[config.mk]
export PLATFORM = sky130hd
export DESIGN_NAME = uc_store_seq
export DESIGN_NICKNAME = d
export VERILOG_FILES = /design/src/rtl/uc_seq_pkg.sv /design/src/rtl/uc_seq_fsm.sv /design/src/rtl/uc_req_fmt.sv /design/src/rtl/uc_wb_gate.sv /design/src/rtl/uc_store_seq.sv
export SDC_FILE = /design/constraint.sdc
export NUM_CORES = 1
export LEC_CHECK = 0
export BUFFER_PORTS_ARGS = -buffer_cell sky130_fd_sc_hd__buf_2
export CORE_AREA = 2 2 114 116
export CTS_CLUSTER_DIAMETER = 30
export DETAILED_ROUTE_END_ITERATION = 10
export DIE_AREA = 0 0 116 118
export GPL_ROUTABILITY_DRIVEN = 0
export PLACE_DENSITY_LB_ADDON = 0.25
export SKIP_LAST_GASP = 1
export SLEW_MARGIN = 0
export SYNTH_ARGS = -nofsm -noshare
export SYNTH_HDL_FRONTEND = slang
export SYNTH_SLANG_ARGS = --single-unit
[constraint.sdc]
create_clock -name clk -period 2.05 [get_ports clk]
set_input_delay 0.205 -clock clk [delete_from_list [all_inputs] [get_ports clk]]
set_output_delay 0.205 -clock clk [all_outputs]
set_load 0.02 [all_outputs]
[src/rtl/uc_seq_pkg.sv]
package uc_seq_pkg;
    typedef enum logic [1:0] {
        ST_IDLE = 2'd0,
        ST_REQ  = 2'd1,
        ST_RESP = 2'd2,
        ST_WAIT = 2'd3
    } uc_state_e;

    typedef struct packed {
        uc_state_e st;
    } uc_regs_t;

    localparam int unsigned CMD_W   = 2;
    localparam logic [1:0]  CMD_WR  = 2'b01;
endpackage

[src/rtl/uc_seq_fsm.sv]
module uc_seq_fsm
    import uc_seq_pkg::*;
(
    input  logic clk,
    input  logic rst,
    input  logic start_ok,
    input  logic req_fire,
    input  logic resp_fire,
    input  logic commit_pulse,
    output logic in_req,
    output logic in_resp
);
    uc_regs_t r_d, r_q;

    always_comb begin
        r_d = r_q;
        unique case (r_q.st)
            ST_IDLE: if (start_ok)     r_d.st = ST_REQ;
            ST_REQ:  if (req_fire)     r_d.st = ST_RESP;
            ST_RESP: if (resp_fire)    r_d.st = ST_WAIT;
            ST_WAIT: if (commit_pulse) r_d.st = ST_IDLE;
            default:                   r_d.st = ST_IDLE;
        endcase
    end

    always_ff @(posedge clk) begin
        if (rst) r_q.st <= ST_IDLE;
        else     r_q   <= r_d;
    end

    assign in_req  = (r_q.st == ST_REQ);
    assign in_resp = (r_q.st == ST_RESP);
endmodule

[src/rtl/uc_req_fmt.sv]
module uc_req_fmt
    import uc_seq_pkg::*;
#(
    parameter int unsigned AW = 32,
    parameter int unsigned DW = 64,
    localparam int unsigned MW = DW / 8
) (
    input  logic             in_req,
    input  logic             req_ready,
    input  logic [AW-1:0]    deq_paddr,
    input  logic [DW-1:0]    deq_data,
    input  logic [MW-1:0]    deq_mask,
    output logic             req_valid,
    output logic             req_fire,
    output logic [CMD_W-1:0] req_cmd,
    output logic [AW-1:0]    req_addr,
    output logic [DW-1:0]    req_data,
    output logic [MW-1:0]    req_mask,
    output logic             req_uncached,
    output logic             clr_pend
);
    assign req_valid    = in_req;
    assign req_fire     = in_req & req_ready;
    assign clr_pend     = req_fire;
    assign req_cmd      = CMD_WR;
    assign req_uncached = 1'b1;
    assign req_addr     = deq_paddr;
    assign req_data     = deq_data;
    assign req_mask     = deq_mask;
endmodule

[src/rtl/uc_wb_gate.sv]
module uc_wb_gate #(
    parameter int unsigned DW = 64
) (
    input  logic          deq_alloc,
    input  logic          deq_dvalid,
    input  logic          deq_wbdone,
    input  logic          wb_ready,
    input  logic [DW-1:0] deq_data,
    output logic          wb_valid,
    output logic [DW-1:0] wb_data,
    output logic          mark_wb
);
    assign wb_valid = deq_alloc & deq_dvalid & ~deq_wbdone;
    assign mark_wb  = wb_valid & wb_ready;
    assign wb_data  = deq_data;
endmodule

[src/rtl/uc_store_seq.sv]
module uc_store_seq
    import uc_seq_pkg::*;
#(
    parameter int unsigned AW = 32,
    parameter int unsigned DW = 64,
    localparam int unsigned MW = DW / 8
) (
    input  logic             clk,
    input  logic             rst,
    input  logic             head_ok,
    input  logic             commit_pulse,
    input  logic             deq_alloc,
    input  logic             deq_pend,
    input  logic             deq_dvalid,
    input  logic             deq_wbdone,
    input  logic [AW-1:0]    deq_paddr,
    input  logic [DW-1:0]    deq_data,
    input  logic [MW-1:0]    deq_mask,
    output logic             req_valid,
    input  logic             req_ready,
    output logic [CMD_W-1:0] req_cmd,
    output logic [AW-1:0]    req_addr,
    output logic [DW-1:0]    req_data,
    output logic [MW-1:0]    req_mask,
    output logic             req_uncached,
    input  logic             resp_valid,
    output logic             resp_ready,
    output logic             clr_pend,
    output logic             set_dvalid,
    output logic             wb_valid,
    input  logic             wb_ready,
    output logic [DW-1:0]    wb_data,
    output logic             mark_wb
);
    logic in_req, in_resp, req_fire, resp_fire, start_ok;

    assign start_ok   = head_ok & deq_alloc & deq_pend;
    assign resp_ready = 1'b1;
    assign resp_fire  = in_resp & resp_valid;
    assign set_dvalid = resp_fire;

    uc_seq_fsm u_fsm (
        .clk          (clk),
        .rst          (rst),
        .start_ok     (start_ok),
        .req_fire     (req_fire),
        .resp_fire    (resp_fire),
        .commit_pulse (commit_pulse),
        .in_req       (in_req),
        .in_resp      (in_resp)
    );

    uc_req_fmt #(.AW(AW), .DW(DW)) u_fmt (
        .in_req       (in_req),
        .req_ready    (req_ready),
        .deq_paddr    (deq_paddr),
        .deq_data     (deq_data),
        .deq_mask     (deq_mask),
        .req_valid    (req_valid),
        .req_fire     (req_fire),
        .req_cmd      (req_cmd),
        .req_addr     (req_addr),
        .req_data     (req_data),
        .req_mask     (req_mask),
        .req_uncached (req_uncached),
        .clr_pend     (clr_pend)
    );

    uc_wb_gate #(.DW(DW)) u_wb (
        .deq_alloc  (deq_alloc),
        .deq_dvalid (deq_dvalid),
        .deq_wbdone (deq_wbdone),
        .wb_ready   (wb_ready),
        .deq_data   (deq_data),
        .wb_valid   (wb_valid),
        .wb_data    (wb_data),
        .mark_wb    (mark_wb)
    );
endmodule

# ---- After elaboration in Yosys (flattened, before gate mapping)
# Index checks and enable logic that the tools add are counted.
dict set report totals {
  regBits 2
  input_bits 115
  out_inout_bits 177
  wordCells 23
}
dict set report op_classes {
  eq_ne 7
  mux 5
  bitwise_logic 8
  n_reduce_logical 2
}
# cell n
set op_table {}
lappend op_table {{2-bit 2-to-1 mux} 4}
lappend op_table {{2-bit inequality test (second input constant)} 4}
lappend op_table {{2-bit one-hot mux with 4 select lines} 1}
lappend op_table {{1-bit bitwise AND} 7}
lappend op_table {{2-bit == test (second input constant)} 2}
lappend op_table {{4-bit AND reduction} 1}
lappend op_table {{2-bit by 1-bit == test with 1-bit output (second input constant)} 1}
lappend op_table {{2-bit logical NOT} 1}
lappend op_table {{1-bit NOT} 1}

# ---- Logic depth before layout (Yosys ltp)
dict set report depth {
  depth_word 4
  depth_mapped 5
  depth_no_buf 5
}

# ---- Modules after synthesis
# From an unflattened synthesis, not the netlist that was laid out.
dict set report unflattened {
  hier_cells 202
  area_unflattened_um2 1570.3
}
# module n_inst cells_each area_each_um2 seq_area_each_um2
set modules_own_cells {}
lappend modules_own_cells {uc_req_fmt 1 112 832.0 0.0}
lappend modules_own_cells {uc_wb_gate 1 66 500.5 0.0}
lappend modules_own_cells {uc_seq_fsm 1 20 214.0 40.0}
lappend modules_own_cells {uc_store_seq 1 4 23.8 0.0}

# ---- Worst setup path after synthesis
# No wires, ideal clock.
dict set report synth_timing {
  kind {register -> register}
  startpoint {register u_fsm.r_q[1] (netlist name)}
  endpoint {register u_fsm.r_q[0] (netlist name)}
  setup_ns 0.086
  t_arrival_ns 1.410
  required_time_ns 1.964
  path_slack_ns 0.555
  stages_incl_launch_ff 6
  path_buffers 0
  period_less_slack_ns 1.495
  path_cell_list {dfxtp_1 > inv_1 > ha_1 > nor2b_1 > a2111o_1 > a211oi_1}
}
dict set report synth_via {
  elab_chain_len 4
  word_cells_on_any_way 12
  cone_classes {eq/ne: 7; mux: 1; bitwise: 2; reduce/logical: 2}
}
# element line_no
set synth_rtl {}
lappend synth_rtl {{start, declared} uc_seq_fsm.sv:13} ;# uc_regs_t r_d, r_q;
lappend synth_rtl {{start signal, assigned} uc_seq_fsm.sv:28} ;# else r_q <= r_d;
lappend synth_rtl {{2-bit by 1-bit == test with 1-bit output *} uc_seq_fsm.sv:31} ;# assign in_req = (r_q.st == ST_REQ);
lappend synth_rtl {{via req_valid} uc_store_seq.sv:19} ;# output logic req_valid,
lappend synth_rtl {{1-bit bitwise AND} uc_req_fmt.sv:23} ;# assign req_fire = in_req & req_ready;
lappend synth_rtl {{2-bit inequality test (no source line)} -}
lappend synth_rtl {{4-bit AND reduction (no source line)} -}
# The timed path passes the listed nets; every way through them passes the cells marked *.
# A chain may end at the register's enable or synchronous reset.

# ---- Worst setup path after layout
dict set report layout_timing {
  startpoint {register u_fsm.r_q[1] (netlist name)}
  endpoint {register u_fsm.r_q[0] (netlist name)}
}
dict set report layout_via {
  elab_chain_len 4
  word_cells_on_any_way 12
  cone_classes {eq/ne: 7; mux: 1; bitwise: 2; reduce/logical: 2}
}
# element line_no
set layout_rtl {}
lappend layout_rtl {{2-bit == test or 2-bit by 1-bit == test with 1-bit output (tied branches)} {uc_seq_fsm.sv:17, uc_seq_fsm.sv:32, uc_seq_fsm.sv:31}}
lappend layout_rtl {{1-bit bitwise AND, on equally long branches} {uc_store_seq.sv:39, uc_req_fmt.sv:23}}
lappend layout_rtl {{2-bit inequality test (no source line)} -}
lappend layout_rtl {{4-bit AND reduction (no source line)} -}
# Parallel ways exist; a longest one is shown, timed or not.

==> flow_metrics.tcl <==
set metrics [dict create \
    via_count 414 \
    clkTransAtPathRegs_ps 30 \
    dieArea_sq_um 13700 \
    cts_buffer_depth 2 \
    path_depth 5 \
    hold_class "in2reg" \
    vdd_drop_max_mv 0.526 \
    worstRegToRegCells 5 \
    drive_gt1_share_pct 42.2 \
    synth-seq-cells 2 \
    crit-reg2reg-launch "u_fsm.r_q[1]" \
    yosysSeqAreaShare_pct 2.66 \
    setup_viol 0 \
    timing.rr.end "u_fsm.r_q[0]" \
    crit_chain "inv_1 > ha_1 > nor2b_1 > a2111o_1 > a211oi_1" \
    antenna_left 0 \
    die_h_um 118 \
    synth_area_leader_cell "buf_4" \
    dr.pass1.iters 3 \
    status "finished, final reports clean" \
    cp-startpoint "u_fsm.r_q[1]" \
    synth_cells 197 \
    slew_viol_final 0 \
    p_int_mw 0.358 \
    top_register "u_fsm.r_q" \
    cellPowerDensity_nw_per_um2 829 \
    numCtsBuffers 3 \
    cts_num_sinks 2 \
    die_w_um 116 \
    drtIter0Drc 8 \
    layout_min_cycle_time_ps 1520 \
    hold_violations 0 \
    synth_top_cell_area_share_pct 85.9 \
    fmax_mhz 659 \
    insertion_delay_ps 220 \
    yosys-top-cells-area "buf_4, ha_1, dfxtp_1" \
    n_antenna_cell 0 \
    grt-ovfl-total 0 \
    criticalPathCategory "reg2reg" \
    synthToLayoutAreaGrowth_pct -61.1 \
    max_cap_violations 0 \
    crit_family "compound AO/OA/AOI/OAI gates" \
    p_sw_mw 0.126 \
    h-tree-depth 1 \
    yosysWarnings 0 \
    netlist_area_sq_um 1500 \
    swShare_pct 26.0 \
    end_kind "flop" \
    fin_skew_ps 1.00 \
    critPathMaxStageDelay_ps 380 \
    cts_setup_buffers 0 \
    start_util_pct 12.1 \
    largest_reg_flops 2 \
    p_comb_share_pct 27.6 \
    crit_arrival_ps 1650 \
    cts_tree "built" \
    synth.avg_cell_area_sq_um 7.63 \
    biggestRegsByFlops "u_fsm.r_q (2)" \
    antenna_found_initial 0 \
    crit_path_max_fanout 4 \
    p_clk_share_pct 59.9 \
    crit_path_end "u_fsm.r_q[0]" \
    rows 41 \
    r2r_setup_slack_ps 530 \
    worst-endpoint-required_ps 2180 \
    startpoint_type "flop" \
    vias_per_cell 1.91 \
    core_area_sq_um 12400 \
    cts-root-buf "clkbuf_16" \
    postRouteWirelength_mm 2.16 \
    cp_slowest_cell "a2111o_1" \
    dp_hpwl_mm 1.74 \
    drc 0 \
    hold_buffers 0 \
    grt_max_degree 5 \
    cp.buffers_inverters 1 \
    rsz0062_at_grt "no" \
    synth_cell_types 17 \
    numPortBuffers 15 \
    finalCritPeriodShare_pct 74.0 \
    p_seq_share_pct 12.5 \
    io_pins 292 \
    grt_pass1_vias 497 \
    grt_pass1_wl_mm 2.79 \
    post_cts_resized 0 \
    grt_use_total_pct 2.79 \
    hold_ws_ps 168 \
    leakage_nw 0.208 \
    nets 166 \
    setup_tns_ps 0 \
    wl_per_cell_um 9.97 \
]
layer usage:
layer	GRT usage (%)	share of wire [%]	vias to the layer above
met3	4.38	35	60
met2	1.86	28	100
met4	7.37	24	0
li1	-	-	117
met5	0	0	-
met1	0.931	13	137
power groups by stage:
stage               Clock (mW)  Sequential (mW)  Combinational [mW]
floorplan                    0           0.0587               0.582
global placement             0           0.0611               0.140
detailed placement           0           0.0609               0.134
CTS                      0.296           0.0608               0.136
global route             0.302           0.0624               0.150
finish                   0.290           0.0605               0.134
cells by family (layout without fill, tap and decap cells):
group	Yosys count	count (layout)	synth area share, %
flip-flops	2	2	2.66
adder cells (fa/ha/maj)	4	4	3.33
AND/OR/NAND/NOR	12	12	5.16
multiplexers	1	1	0.666
AO/OA/AOI/OAI	2	2	1.25
buffers and inverters	174	20	86.4
other	2	4	0.500
layout by cell type (no fill, tap or decap):
master      n
buf_2      15
ha_1        4
conb_1      4
and2_1      3
clkbuf_16   3
inv_1       2
nand2b_1    2
dfxtp_1     2
nand2_1     1
nor2_1      1
nand3_1     1
nor2b_4     1
nor2b_1     1
and2b_1     1
a2111o_1    1
nor4_1      1
a211oi_1    1
mux2i_1     1
worst register-to-register path: stages (launching register included):
cell and delay, ps:
dfxtp_1 370, inv_1 80, ha_1 210, nor2b_1 150, a2111o_1 380, a211oi_1 230
worst min-delay path by stage:
stage | end | slack [ps] | depth (start not counted) | startpoint
floorplan | u_fsm.r_q[0] | 280 | 1 | rst
global placement | u_fsm.r_q[0] | 400 | 2 | rst
detailed placement | u_fsm.r_q[0] | 400 | 2 | rst
CTS | u_fsm.r_q[0] | 170 | 2 | rst
global route | u_fsm.r_q[0] | 180 | 2 | rst
finish | u_fsm.r_q[0] | 170 | 2 | rst
area by class of cell:
type | count | area, sq um
tap | 172 | 215
timing repair buffer | 15 | 75.1
fill | 1510 | 11800
multi-input combinational | 23 | 171
clock buffer | 3 | 75.1
sequential | 2 | 40.0
inverter | 2 | 7.51
cells in the mapped netlist:
cell and number:
and2_1 3, nor2b_1 1, a211oi_1 1, nor2b_4 1
nor2_1 1, nand2b_1 2, buf_4 172, dfxtp_1 2
conb_1 2, nor4_1 1, mux2i_1 1, and2b_1 1
nand2_1 1, inv_1 2, a2111o_1 1, nand3_1 1
ha_1 4
through the flow:
stage / worst slack [ps] / std cells / total power, mW / utilization [%] / area [sq um]
after floorplan: 555 / 199 / 0.641 / - / 1510
after global placement: 548 / 214 / 0.201 / 4.10 / 509
after detailed placement: 523 / 214 / 0.195 / 4.10 / 509
after CTS: 507 / 217 / 0.493 / 4.71 / 584
after global routing: 412 / 217 / 0.514 / 4.71 / 584
final: 533 / 217 / 0.484 / 4.71 / 584
Power figures use the tool's default switching activity.
